--- config.mk ---
export PLATFORM = sky130hd
export DESIGN_NAME = tmr_reduce
export DESIGN_NICKNAME = d
export VERILOG_FILES = /design/src/rtl/tmr_pkg.sv /design/src/rtl/tmr_op.sv /design/src/rtl/tmr_ctrl.sv /design/src/rtl/tmr_datapath.sv /design/src/rtl/tmr_reduce.sv
export SDC_FILE = /design/constraint.sdc
export NUM_CORES = 1
export LEC_CHECK = 0
export BUFFER_PORTS_ARGS = -buffer_cell sky130_fd_sc_hd__buf_2
export CELL_PAD_IN_SITES_DETAIL_PLACEMENT = 0
export CELL_PAD_IN_SITES_GLOBAL_PLACEMENT = 2
export CORE_MARGIN = 4
export CORE_UTILIZATION = 36
export DETAILED_ROUTE_END_ITERATION = 7
export GPL_TIMING_DRIVEN = 1
export HOLD_SLACK_MARGIN = 0.03
export PLACE_DENSITY = 0.94
export SKIP_CTS_REPAIR_TIMING = 1
export SYNTH_ARGS = -nofsm -noshare
export SYNTH_HDL_FRONTEND = slang
export SYNTH_SLANG_ARGS = --single-unit
--- constraint.sdc ---
create_clock -name clk -period 7.6 [get_ports clk]
set_input_delay 0.76 -clock clk [delete_from_list [all_inputs] [get_ports clk]]
set_output_delay 0.76 -clock clk [all_outputs]
set_load 0.05 [all_outputs]
--- src/rtl/tmr_pkg.sv ---
package tmr_pkg;

  typedef enum logic [2:0] {
    ST_IDLE  = 3'd0,
    ST_STEP1 = 3'd1,
    ST_STEP2 = 3'd2,
    ST_STEP3 = 3'd3,
    ST_DONE  = 3'd4
  } tmr_state_e;

  localparam int OP_ADD = 0;
  localparam int OP_MAX = 1;
  localparam int OP_XOR = 2;

  localparam int N_WORDS = 4;
  localparam int IDX_W   = $clog2(N_WORDS);

endpackage

--- src/rtl/tmr_op.sv ---
module tmr_op #(
  parameter int W      = 16,
  parameter int OP_SEL = 0
) (
  input  logic [W-1:0] lhs,
  input  logic [W-1:0] rhs,
  output logic [W-1:0] res
);
  import tmr_pkg::*;

  generate
    if (OP_SEL == OP_MAX) begin : g_max
      always_comb res = (lhs > rhs) ? lhs : rhs;
    end else if (OP_SEL == OP_XOR) begin : g_xor
      always_comb res = lhs ^ rhs;
    end else begin : g_add
      always_comb res = lhs + rhs;
    end
  endgenerate

endmodule

--- src/rtl/tmr_ctrl.sv ---
module tmr_ctrl
  import tmr_pkg::*;
(
  input  logic             clk,
  input  logic             rst,
  input  logic             start,
  output logic             capture_en,
  output logic             eval_en,
  output logic             first_sel,
  output logic [IDX_W-1:0] right_idx,
  output logic             final_step,
  output logic             busy,
  output logic             done
);

  tmr_state_e state_q, state_d;
  logic       busy_q, done_q;
  logic       can_accept;

  always_comb begin
    can_accept = (state_q == ST_IDLE) || (state_q == ST_DONE);
    capture_en = start && can_accept;
    eval_en    = (state_q == ST_STEP1) || (state_q == ST_STEP2) || (state_q == ST_STEP3);
    first_sel  = (state_q == ST_STEP1);
    final_step = (state_q == ST_STEP3);
    case (state_q)
      ST_STEP1: right_idx = IDX_W'(1);
      ST_STEP2: right_idx = IDX_W'(2);
      ST_STEP3: right_idx = IDX_W'(3);
      default:  right_idx = IDX_W'(0);
    endcase
  end

  always_comb begin
    state_d = state_q;
    case (state_q)
      ST_IDLE:  if (start) state_d = ST_STEP1;
      ST_STEP1: state_d = ST_STEP2;
      ST_STEP2: state_d = ST_STEP3;
      ST_STEP3: state_d = ST_DONE;
      ST_DONE:  state_d = start ? ST_STEP1 : ST_IDLE;
      default:  state_d = ST_IDLE;
    endcase
  end

  always_ff @(posedge clk) begin
    if (rst) begin
      state_q <= ST_IDLE;
      busy_q  <= 1'b0;
      done_q  <= 1'b0;
    end else begin
      state_q <= state_d;
      done_q  <= final_step;
      if (capture_en)      busy_q <= 1'b1;
      else if (final_step) busy_q <= 1'b0;
    end
  end

  assign busy = busy_q;
  assign done = done_q;

  AST_ACCEPT_SETS_BUSY: assert property (@(posedge clk) disable iff (rst)
    (start && !busy) |=> busy);
  AST_STEP1_TO_STEP2: assert property (@(posedge clk) disable iff (rst)
    (state_q == ST_STEP1) |=> (state_q == ST_STEP2));
  AST_STEP2_TO_STEP3: assert property (@(posedge clk) disable iff (rst)
    (state_q == ST_STEP2) |=> (state_q == ST_STEP3));
  AST_STEP3_TO_DONE: assert property (@(posedge clk) disable iff (rst)
    (state_q == ST_STEP3) |=> done);
  AST_DONE_ONE_CYCLE: assert property (@(posedge clk) disable iff (rst)
    done |=> !done);
  AST_BUSY_DONE_EXCL: assert property (@(posedge clk) disable iff (rst)
    !(busy && done));
  AST_START_IGNORED_BUSY: assert property (@(posedge clk) disable iff (rst)
    (busy && start) |=> (state_q != ST_STEP1));
  AST_ACCEPT_IN_DONE: assert property (@(posedge clk) disable iff (rst)
    (done && start) |=> (state_q == ST_STEP1));

endmodule

--- src/rtl/tmr_datapath.sv ---
module tmr_datapath
  import tmr_pkg::*;
#(
  parameter int W      = 16,
  parameter int OP_SEL = 0
) (
  input  logic                       clk,
  input  logic                       rst,
  input  logic                       capture_en,
  input  logic                       eval_en,
  input  logic                       first_sel,
  input  logic [IDX_W-1:0]           right_idx,
  input  logic                       final_step,
  input  logic [N_WORDS-1:0][W-1:0]  words_in,
  output logic [W-1:0]               result
);

  logic [N_WORDS-1:0][W-1:0] opnd_q;
  logic [W-1:0]              acc_q, result_q;
  logic [W-1:0]              lhs, rhs, op_out;

  genvar gi;
  generate
    for (gi = 0; gi < N_WORDS; gi++) begin : g_capture
      always_ff @(posedge clk) begin
        if (rst)             opnd_q[gi] <= '0;
        else if (capture_en) opnd_q[gi] <= words_in[gi];
      end
    end
  endgenerate

  always_comb begin
    lhs = first_sel ? opnd_q[0] : acc_q;
    rhs = opnd_q[right_idx];
  end

  tmr_op #(.W(W), .OP_SEL(OP_SEL)) u_op (
    .lhs (lhs),
    .rhs (rhs),
    .res (op_out)
  );

  always_ff @(posedge clk) begin
    if (rst) begin
      acc_q    <= '0;
      result_q <= '0;
    end else begin
      if (eval_en)    acc_q    <= op_out;
      if (final_step) result_q <= op_out;
    end
  end

  assign result = result_q;

  AST_OPERANDS_FROZEN: assert property (@(posedge clk) disable iff (rst)
    eval_en |=> $stable(opnd_q));
  AST_RESULT_HOLDS: assert property (@(posedge clk) disable iff (rst)
    !final_step |=> $stable(result_q));

endmodule

--- src/rtl/tmr_reduce.sv ---
module tmr_reduce
  import tmr_pkg::*;
#(
  parameter int W      = 16,
  parameter int OP_SEL = OP_ADD
) (
  input  logic         clk,
  input  logic         rst,
  input  logic         start,
  input  logic [W-1:0] in_a,
  input  logic [W-1:0] in_b,
  input  logic [W-1:0] in_c,
  input  logic [W-1:0] in_d,
  output logic [W-1:0] result,
  output logic         busy,
  output logic         done
);

  logic                      capture_en, eval_en, first_sel, final_step;
  logic [IDX_W-1:0]          right_idx;
  logic [N_WORDS-1:0][W-1:0] words;

  assign words = {in_d, in_c, in_b, in_a};

  tmr_ctrl u_ctrl (
    .clk        (clk),
    .rst        (rst),
    .start      (start),
    .capture_en (capture_en),
    .eval_en    (eval_en),
    .first_sel  (first_sel),
    .right_idx  (right_idx),
    .final_step (final_step),
    .busy       (busy),
    .done       (done)
  );

  tmr_datapath #(.W(W), .OP_SEL(OP_SEL)) u_dp (
    .clk        (clk),
    .rst        (rst),
    .capture_en (capture_en),
    .eval_en    (eval_en),
    .first_sel  (first_sel),
    .right_idx  (right_idx),
    .final_step (final_step),
    .words_in   (words),
    .result     (result)
  );

  AST_RESET_CLEARS: assert property (@(posedge clk)
    rst |=> (result == '0 && !busy && !done));

endmodule

# Word level (Yosys, flattened, before mapping)
# Cells that the tools add are included.
dict set report op_classes {
  addsub 1
  eq_ne 5
  order_cmp 1
  bitwise_logic 0
  n_mux 9
  div_mod_pow 0
  n_mul 0
  shift 0
  reduce_logical 6
}
# op count
set op_table {}
lappend op_table {{binary-select mux 16 bit (select 2 bit)} 1}
lappend op_table {{2-to-1 mux 16 bit} 2}
lappend op_table {{adder 16 bit} 1}
lappend op_table {{case mux 3 bit (5 select lines)} 1}
lappend op_table {{== test 3 x 2 -> 1 bit, second input constant} 2}
lappend op_table {{case mux 2 bit (3 select lines)} 1}
lappend op_table {{== test 3 x 1 -> 1 bit, second input constant} 1}
lappend op_table {{== test 3 bit, second input constant} 1}
lappend op_table {{zero test 3 bit} 1}
lappend op_table {{logical OR 1 bit} 3}
lappend op_table {{< comparator 2 x 3 -> 1 bit, second input constant} 1}
lappend op_table {{2-to-1 mux 1 bit} 3}
lappend op_table {{2-to-1 mux 3 bit} 1}
lappend op_table {{!= test 2 bit, second input constant} 1}
lappend op_table {{nonzero test 2 bit} 1}
lappend op_table {{logical AND 1 bit} 1}
dict set report word_totals {
  register_bits 101
  output_inout_bits 18
  mem_bits_ro 0
  latch_bits 0
  ram_bits 0
  mem_count 0
}

# Longest topological paths before layout
dict set report depth {
  ltp_word 5
  depth_mapped 13
}

# Modules after synthesis
# From an unflattened synthesis, not the netlist that was laid out.
dict set report unflattened {
  hier_cells 477
  area_unflattened_um2 4961.0
}
# mod cells_each area_each_um2 seq_area_each_um2 n_inst
set by_module_without_submodules {}
lappend by_module_without_submodules {tmr_datapath 348 3987.6 1921.8 1}
lappend by_module_without_submodules {tmr_op 106 765.7 0.0 1}
lappend by_module_without_submodules {tmr_ctrl 23 207.7 100.1 1}

# Least setup slack after synthesis
# OpenSTA, ideal clock, no wires.
dict set report synth_path {
  kind {register to register}
  from {register u_ctrl.state_q[2]}
  to {register u_dp.result_q[8] (netlist: u_dp.result[8])}
  setup_ns 0.120
  path_slack_ns 4.280
  required_time_ns 7.480
  arrival_ns 3.201
  stages_incl_launch_ff 13
  path_cell_list {dfxtp_1 buf_2 nor3b_4 clkbuf_1 mux2_2 ha_1 fa_1 a21oi_1 o211ai_1 a21o_1 a21oi_1 nor4_1 a211o_1}
}
dict set report synth_via {
  elab_chain_cells 5
  word_cells_on_any_way 8
  cone_classes {add/sub: 1; eq/ne: 3; mux: 4}
}
# element line_no
set synth_rtl {}
lappend synth_rtl {{from (decl)} tmr_ctrl.sv:16} ;# tmr_state_e state_q, state_d;
lappend synth_rtl {{from (signal assigned)} tmr_ctrl.sv:52} ;# state_q <= state_d;
lappend synth_rtl {{== test 3 x 2 -> 1 bit (tied with other cells)} {tmr_ctrl.sv:25, tmr_ctrl.sv:26}}
lappend synth_rtl {{case mux 2 bit (3 select lines)} tmr_ctrl.sv:26} ;# case (state_q)
lappend synth_rtl {{binary-select mux 16 bit (select 2 bit)} tmr_datapath.sv:34} ;# rhs = opnd_q[right_idx];
lappend synth_rtl {{2-to-1 mux 16 bit (implied by the code)} tmr_datapath.sv:34}
lappend synth_rtl {{adder 16 bit} tmr_op.sv:17} ;# always_comb res = lhs + rhs;
lappend synth_rtl {{to (signal assigned)} tmr_datapath.sv:49} ;# if (final_step) result_q <= op_out;
lappend synth_rtl {{to (decl)} tmr_datapath.sv:19} ;# logic [W-1:0] acc_q, result_q;
# Several ways; a longest one is shown, not always the timed one. The select of a mux whose other input is x is not followed.
# A chain may end at the register's enable or synchronous reset.

# Final worst setup path
dict set report layout_path {
  from {register u_ctrl.state_q[1]}
  to {register u_dp.acc_q[13]}
}
dict set report layout_via {
  elab_chain_cells 5
  word_cells_on_any_way 10
  cone_classes {add/sub: 1; eq/ne: 3; mux: 4; reduce/logical: 2}
}
# element line_no
set layout_rtl {}
lappend layout_rtl {{== test 3 x 2 -> 1 bit / == test 3 x 1 -> 1 bit (equally long branches)} {tmr_ctrl.sv:23, tmr_ctrl.sv:26, tmr_ctrl.sv:24}}
lappend layout_rtl {{case mux 2 bit (3 select lines)} tmr_ctrl.sv:26}
lappend layout_rtl {{binary-select mux 16 bit (select 2 bit)} tmr_datapath.sv:34}
lappend layout_rtl {{2-to-1 mux 16 bit (implied by the code)} tmr_datapath.sv:34}
lappend layout_rtl {{adder 16 bit} tmr_op.sv:17}
lappend layout_rtl {{to (signal assigned)} tmr_datapath.sv:48} ;# if (eval_en) acc_q <= op_out;
lappend layout_rtl {{to (decl)} tmr_datapath.sv:19}
# Several ways; a longest one is shown, not always the timed one. The select of a mux whose other input is x is not followed.

==> metrics.json <==
{
  "max_slew.worst_pin.slew": {"value": 1.22, "unit": "ns"},
  "hold_path.startpoint": {"value": "u_dp.opnd_q[27]"},
  "die_height": {"value": 124, "unit": "um"},
  "num_vias": {"value": 4180},
  "setup_ws": {"value": 3.41, "unit": "ns"},
  "post-route-cell-area": {"value": 5680, "unit": "um^2"},
  "yosysSeqAreaShare": {"value": 41.5, "unit": "%"},
  "dp_hpwl": {"value": 8780, "unit": "um"},
  "max_cap_violations": {"value": 0},
  "dp_slack": {"value": 3.39, "unit": "ns"},
  "timing.final.crit_share": {"value": 55.1, "unit": "%"},
  "layout.core_utilization": {"value": 42.9, "unit": "%"},
  "crit_path_cell_trace": {"value": "nor2b_2, mux4_2, ha_1, nand2_1, o31ai_1, a41oi_1, o31ai_1, mux2i_1, o21ai_0"},
  "yosysWarningCount": {"value": 0},
  "design.die.area": {"value": 15400, "unit": "um^2"},
  "clock_latency": {"value": 0.35, "unit": "ns"},
  "ctsRootBufferMaster": {"value": "sky130_fd_sc_hd__clkbuf_16"},
  "layout_commonest_cell": {"value": "sky130_fd_sc_hd__nand2_1"},
  "nets": {"value": 720},
  "detail_route.wl_per_cell": {"value": 15.2, "unit": "um"},
  "syn_area_cell": {"value": 8.36, "unit": "um^2"},
  "placement.io_buffers": {"value": 84},
  "critPathArrivalTime": {"value": 4.37, "unit": "ns"},
  "edff_count_synth": {"value": 0},
  "finalHoldViolations": {"value": 0},
  "grt_first_pass_wirelength": {"value": 20900, "unit": "um"},
  "layout-drive-gt1-share": {"value": 21.0, "unit": "%"},
  "critical-path-top-cell-by-count": {"value": "sky130_fd_sc_hd__o31ai_1"},
  "maximum_operating_frequency": {"value": 0.239, "unit": "GHz"},
  "drt-pass1-iter-count": {"value": 4},
  "asyncSetResetFlopFracSynth": {"value": 0, "unit": "%"},
  "dpl_cell_area": {"value": 5370, "unit": "um^2"},
  "worstHoldPathType": {"value": "reg2reg"},
  "io_pins": {"value": 85},
  "postSynthRegisterBits": {"value": 101},
  "critical_path.endpoint_type": {"value": "flop"},
  "detailedRoute.firstIterationViolations": {"value": 248},
  "synth.distinct_cells": {"value": 47},
  "track_usage": {"value": 16.2, "unit": "%"},
  "placement_rows": {"value": 42},
  "maximum_buffer_depth_of_the_clock_tree": {"value": 2},
  "die_w": {"value": 124, "unit": "um"},
  "post_dr_vias_cell": {"value": 5.11},
  "cts_tree": {"value": "done"},
  "p_leak": {"value": 2.28, "unit": "nW"},
  "place_congestion": {"value": 0.855},
  "report.final.setup_viol": {"value": 0},
  "required": {"value": 7.79, "unit": "ns"},
  "crit_path_start_kind": {"value": "flop"},
  "rsz0062_at_grt": {"value": "false"},
  "drcViolationCount": {"value": 0},
  "synth_top_flop_cell": {"value": "sky130_fd_sc_hd__dfxtp_1"},
  "mostFrequentLayoutCells": {"value": "sky130_fd_sc_hd__nand2_1 (169), sky130_fd_sc_hd__dfxtp_1 (101), sky130_fd_sc_hd__a21oi_1 (100), sky130_fd_sc_hd__buf_2 (83), sky130_fd_sc_hd__nor2_1 (24)"},
  "grt_remaining_overflow": {"value": 0},
  "first_global_vias": {"value": 4170},
  "antenna_cells": {"value": 0},
  "htree_levels": {"value": 3},
  "mappedNetlistNets": {"value": 665},
  "mappedNetlistArea": {"value": 4870, "unit": "um^2"},
  "core_area": {"value": 13200, "unit": "um^2"},
  "timing.critical_path.fanout_max": {"value": 18},
  "tritoncts.num_buffers": {"value": 9},
  "area_growth_syn_to_layout": {"value": 16.7, "unit": "%"},
  "timing.setup.critical_path_class": {"value": "reg2reg"},
  "timing.critical_path.slowest_cell_delay": {"value": 0.96, "unit": "ns"},
  "grt_antenna_before_repair": {"value": 0},
  "cts_num_sinks": {"value": 101},
  "status": {"value": "complete, no violations"},
  "floorplan.initialDensity": {"value": 36.8, "unit": "%"},
  "timing.critical_path.slowest_stage_cell": {"value": "sky130_fd_sc_hd__nor2b_2"},
  "final_wirelength": {"value": 12500, "unit": "um"},
  "critical_path.startpoint": {"value": "u_ctrl.state_q[1]"},
  "cts_clock_pin_slew_for_the_worst_setup_and_hold_paths": {"value": 0.07, "unit": "ns"},
  "fin_worst_skew": {"value": 0.00902, "unit": "ns"},
  "grt_start_max_net_pins": {"value": 109},
  "pwr_per_cell_area": {"value": 258, "unit": "nW/um^2"},
  "fin_setup_tns": {"value": 0, "unit": "ns"},
  "cells_after_synthesis": {"value": 582},
  "hold-worst-slack": {"value": 0.457, "unit": "ns"},
  "finalWorstPathRequiredPeriod": {"value": 4.19, "unit": "ns"},
  "slew_viol_final": {"value": 0},
  "peakVddDrop": {"value": 0.100, "unit": "mV"},
  "relSlewSlack": {"value": 18.7, "unit": "%"},
  "final_antenna_net_count": {"value": 0},
  "timing.rr.start": {"value": "u_ctrl.state_q[1]"}
}
## final cells by class
| cell class | instances | area, um^2 |
|---|---|---|
| timing repair buffer | 85 | 430 |
| inverter | 4 | 15.0 |
| fill | 1340 | 7560 |
| tap | 176 | 220 |
| clock inverter | 5 | 83.8 |
| clock buffer | 11 | 233 |
| sequential | 101 | 2020 |
| multi-input combinational | 436 | 2680 |
## worst max-delay path: cells and delay by family (launching register included)
kind | cells | cell delay [ns]
AOI/OAI and AO/OA | 4 | 1.32
DFF | 1 | 0.48
and+or+nand+nor | 2 | 1.04
adders and majority gates | 1 | 0.34
muxes | 2 | 0.84
## power breakdown
group	total, mW	switching [mW]	leakage (nW)	internal (mW)
logic	0.361	0.219	1.31	0.142
registers	0.614	0.0341	0.825	0.579
clock network	0.492	0.202	0.146	0.290
total	1.47	0.455	2.28	1.01
## synthesized netlist by cell type, drive strengths merged, types with 2 or more instances
master  number  area (um^2)
nand3        3         15.0
buf         10         45.0
dfxtp      101         2020
clkbuf      31          116
a31oi        3         18.8
nor2        24         90.1
ha          15          188
and2         3         18.8
o31ai        2         15.0
o211ai       2         20.0
a311o        2         20.0
and4b        2         20.0
a21o         7         52.6
xor2         3         26.3
nor3b        8         71.3
or2          2         12.5
mux4        15          338
a211o        2         17.5
nor3         4         20.0
mux2        15          169
o21ai        9         45.0
o21bai       2         15.0
nor2b        4         25.0
a22o         4         35.0
nor4b        2         17.5
a211oi       8         60.1
mux2i        3         30.0
nand2b       2         12.5
a21oi      100          500
nor4         2         12.5
inv          4         15.0
xnor2        8         70.1
nand2      170          638
## state kept, by name (all words and copies together), names as in the netlist
signal and count:
u_ctrl.done 1, u_dp.result 16, u_dp.acc_q 16, u_ctrl.state_q 3, u_dp.opnd_q 64, u_ctrl.busy 1
## through the flow
step	total power [mW]	std cells
floorplan	0.891	582
global placement	0.978	802
detailed placement	0.986	802
CTS	1.48	818
global route	1.55	818
finish	1.47	818
## routing by layer
layer  vias up  global-route usage [%]  routed length [um]
met5         -                       0                   0
met4         0                    5.61                 183
met3        13                    2.40                 518
met2        99                    24.5                5450
met1      1940                    23.8                6310
li1       2128                       -                   -
## path summary, 6_finish.rpt
path | cells after the start | end | slack, ns
worst max-delay path | 9 | u_dp.acc_q[13] | 3.41
worst min-delay path | 2 | u_dp.opnd_q[27] | 0.46
worst min register to register | 2 | u_dp.opnd_q[27] | 0.46
worst max register to register | 9 | u_dp.acc_q[13] | 3.41
## logic make-up (layout without fill, tap and decap cells)
kind of cell               Yosys count  in the layout  share of synthesized area [%]
AOI/OAI and AO/OA                  147            147                           17.5
xor gates and xnor gates            11             11                           1.98
adders and majority gates           16             16                           4.27
buffers and inverters               45            105                           3.62
DFF                                101            101                           41.5
muxes                               33             33                           11.0
and+or+nand+nor                    229            229                           20.1
Power figures use the tool's default switching activity.
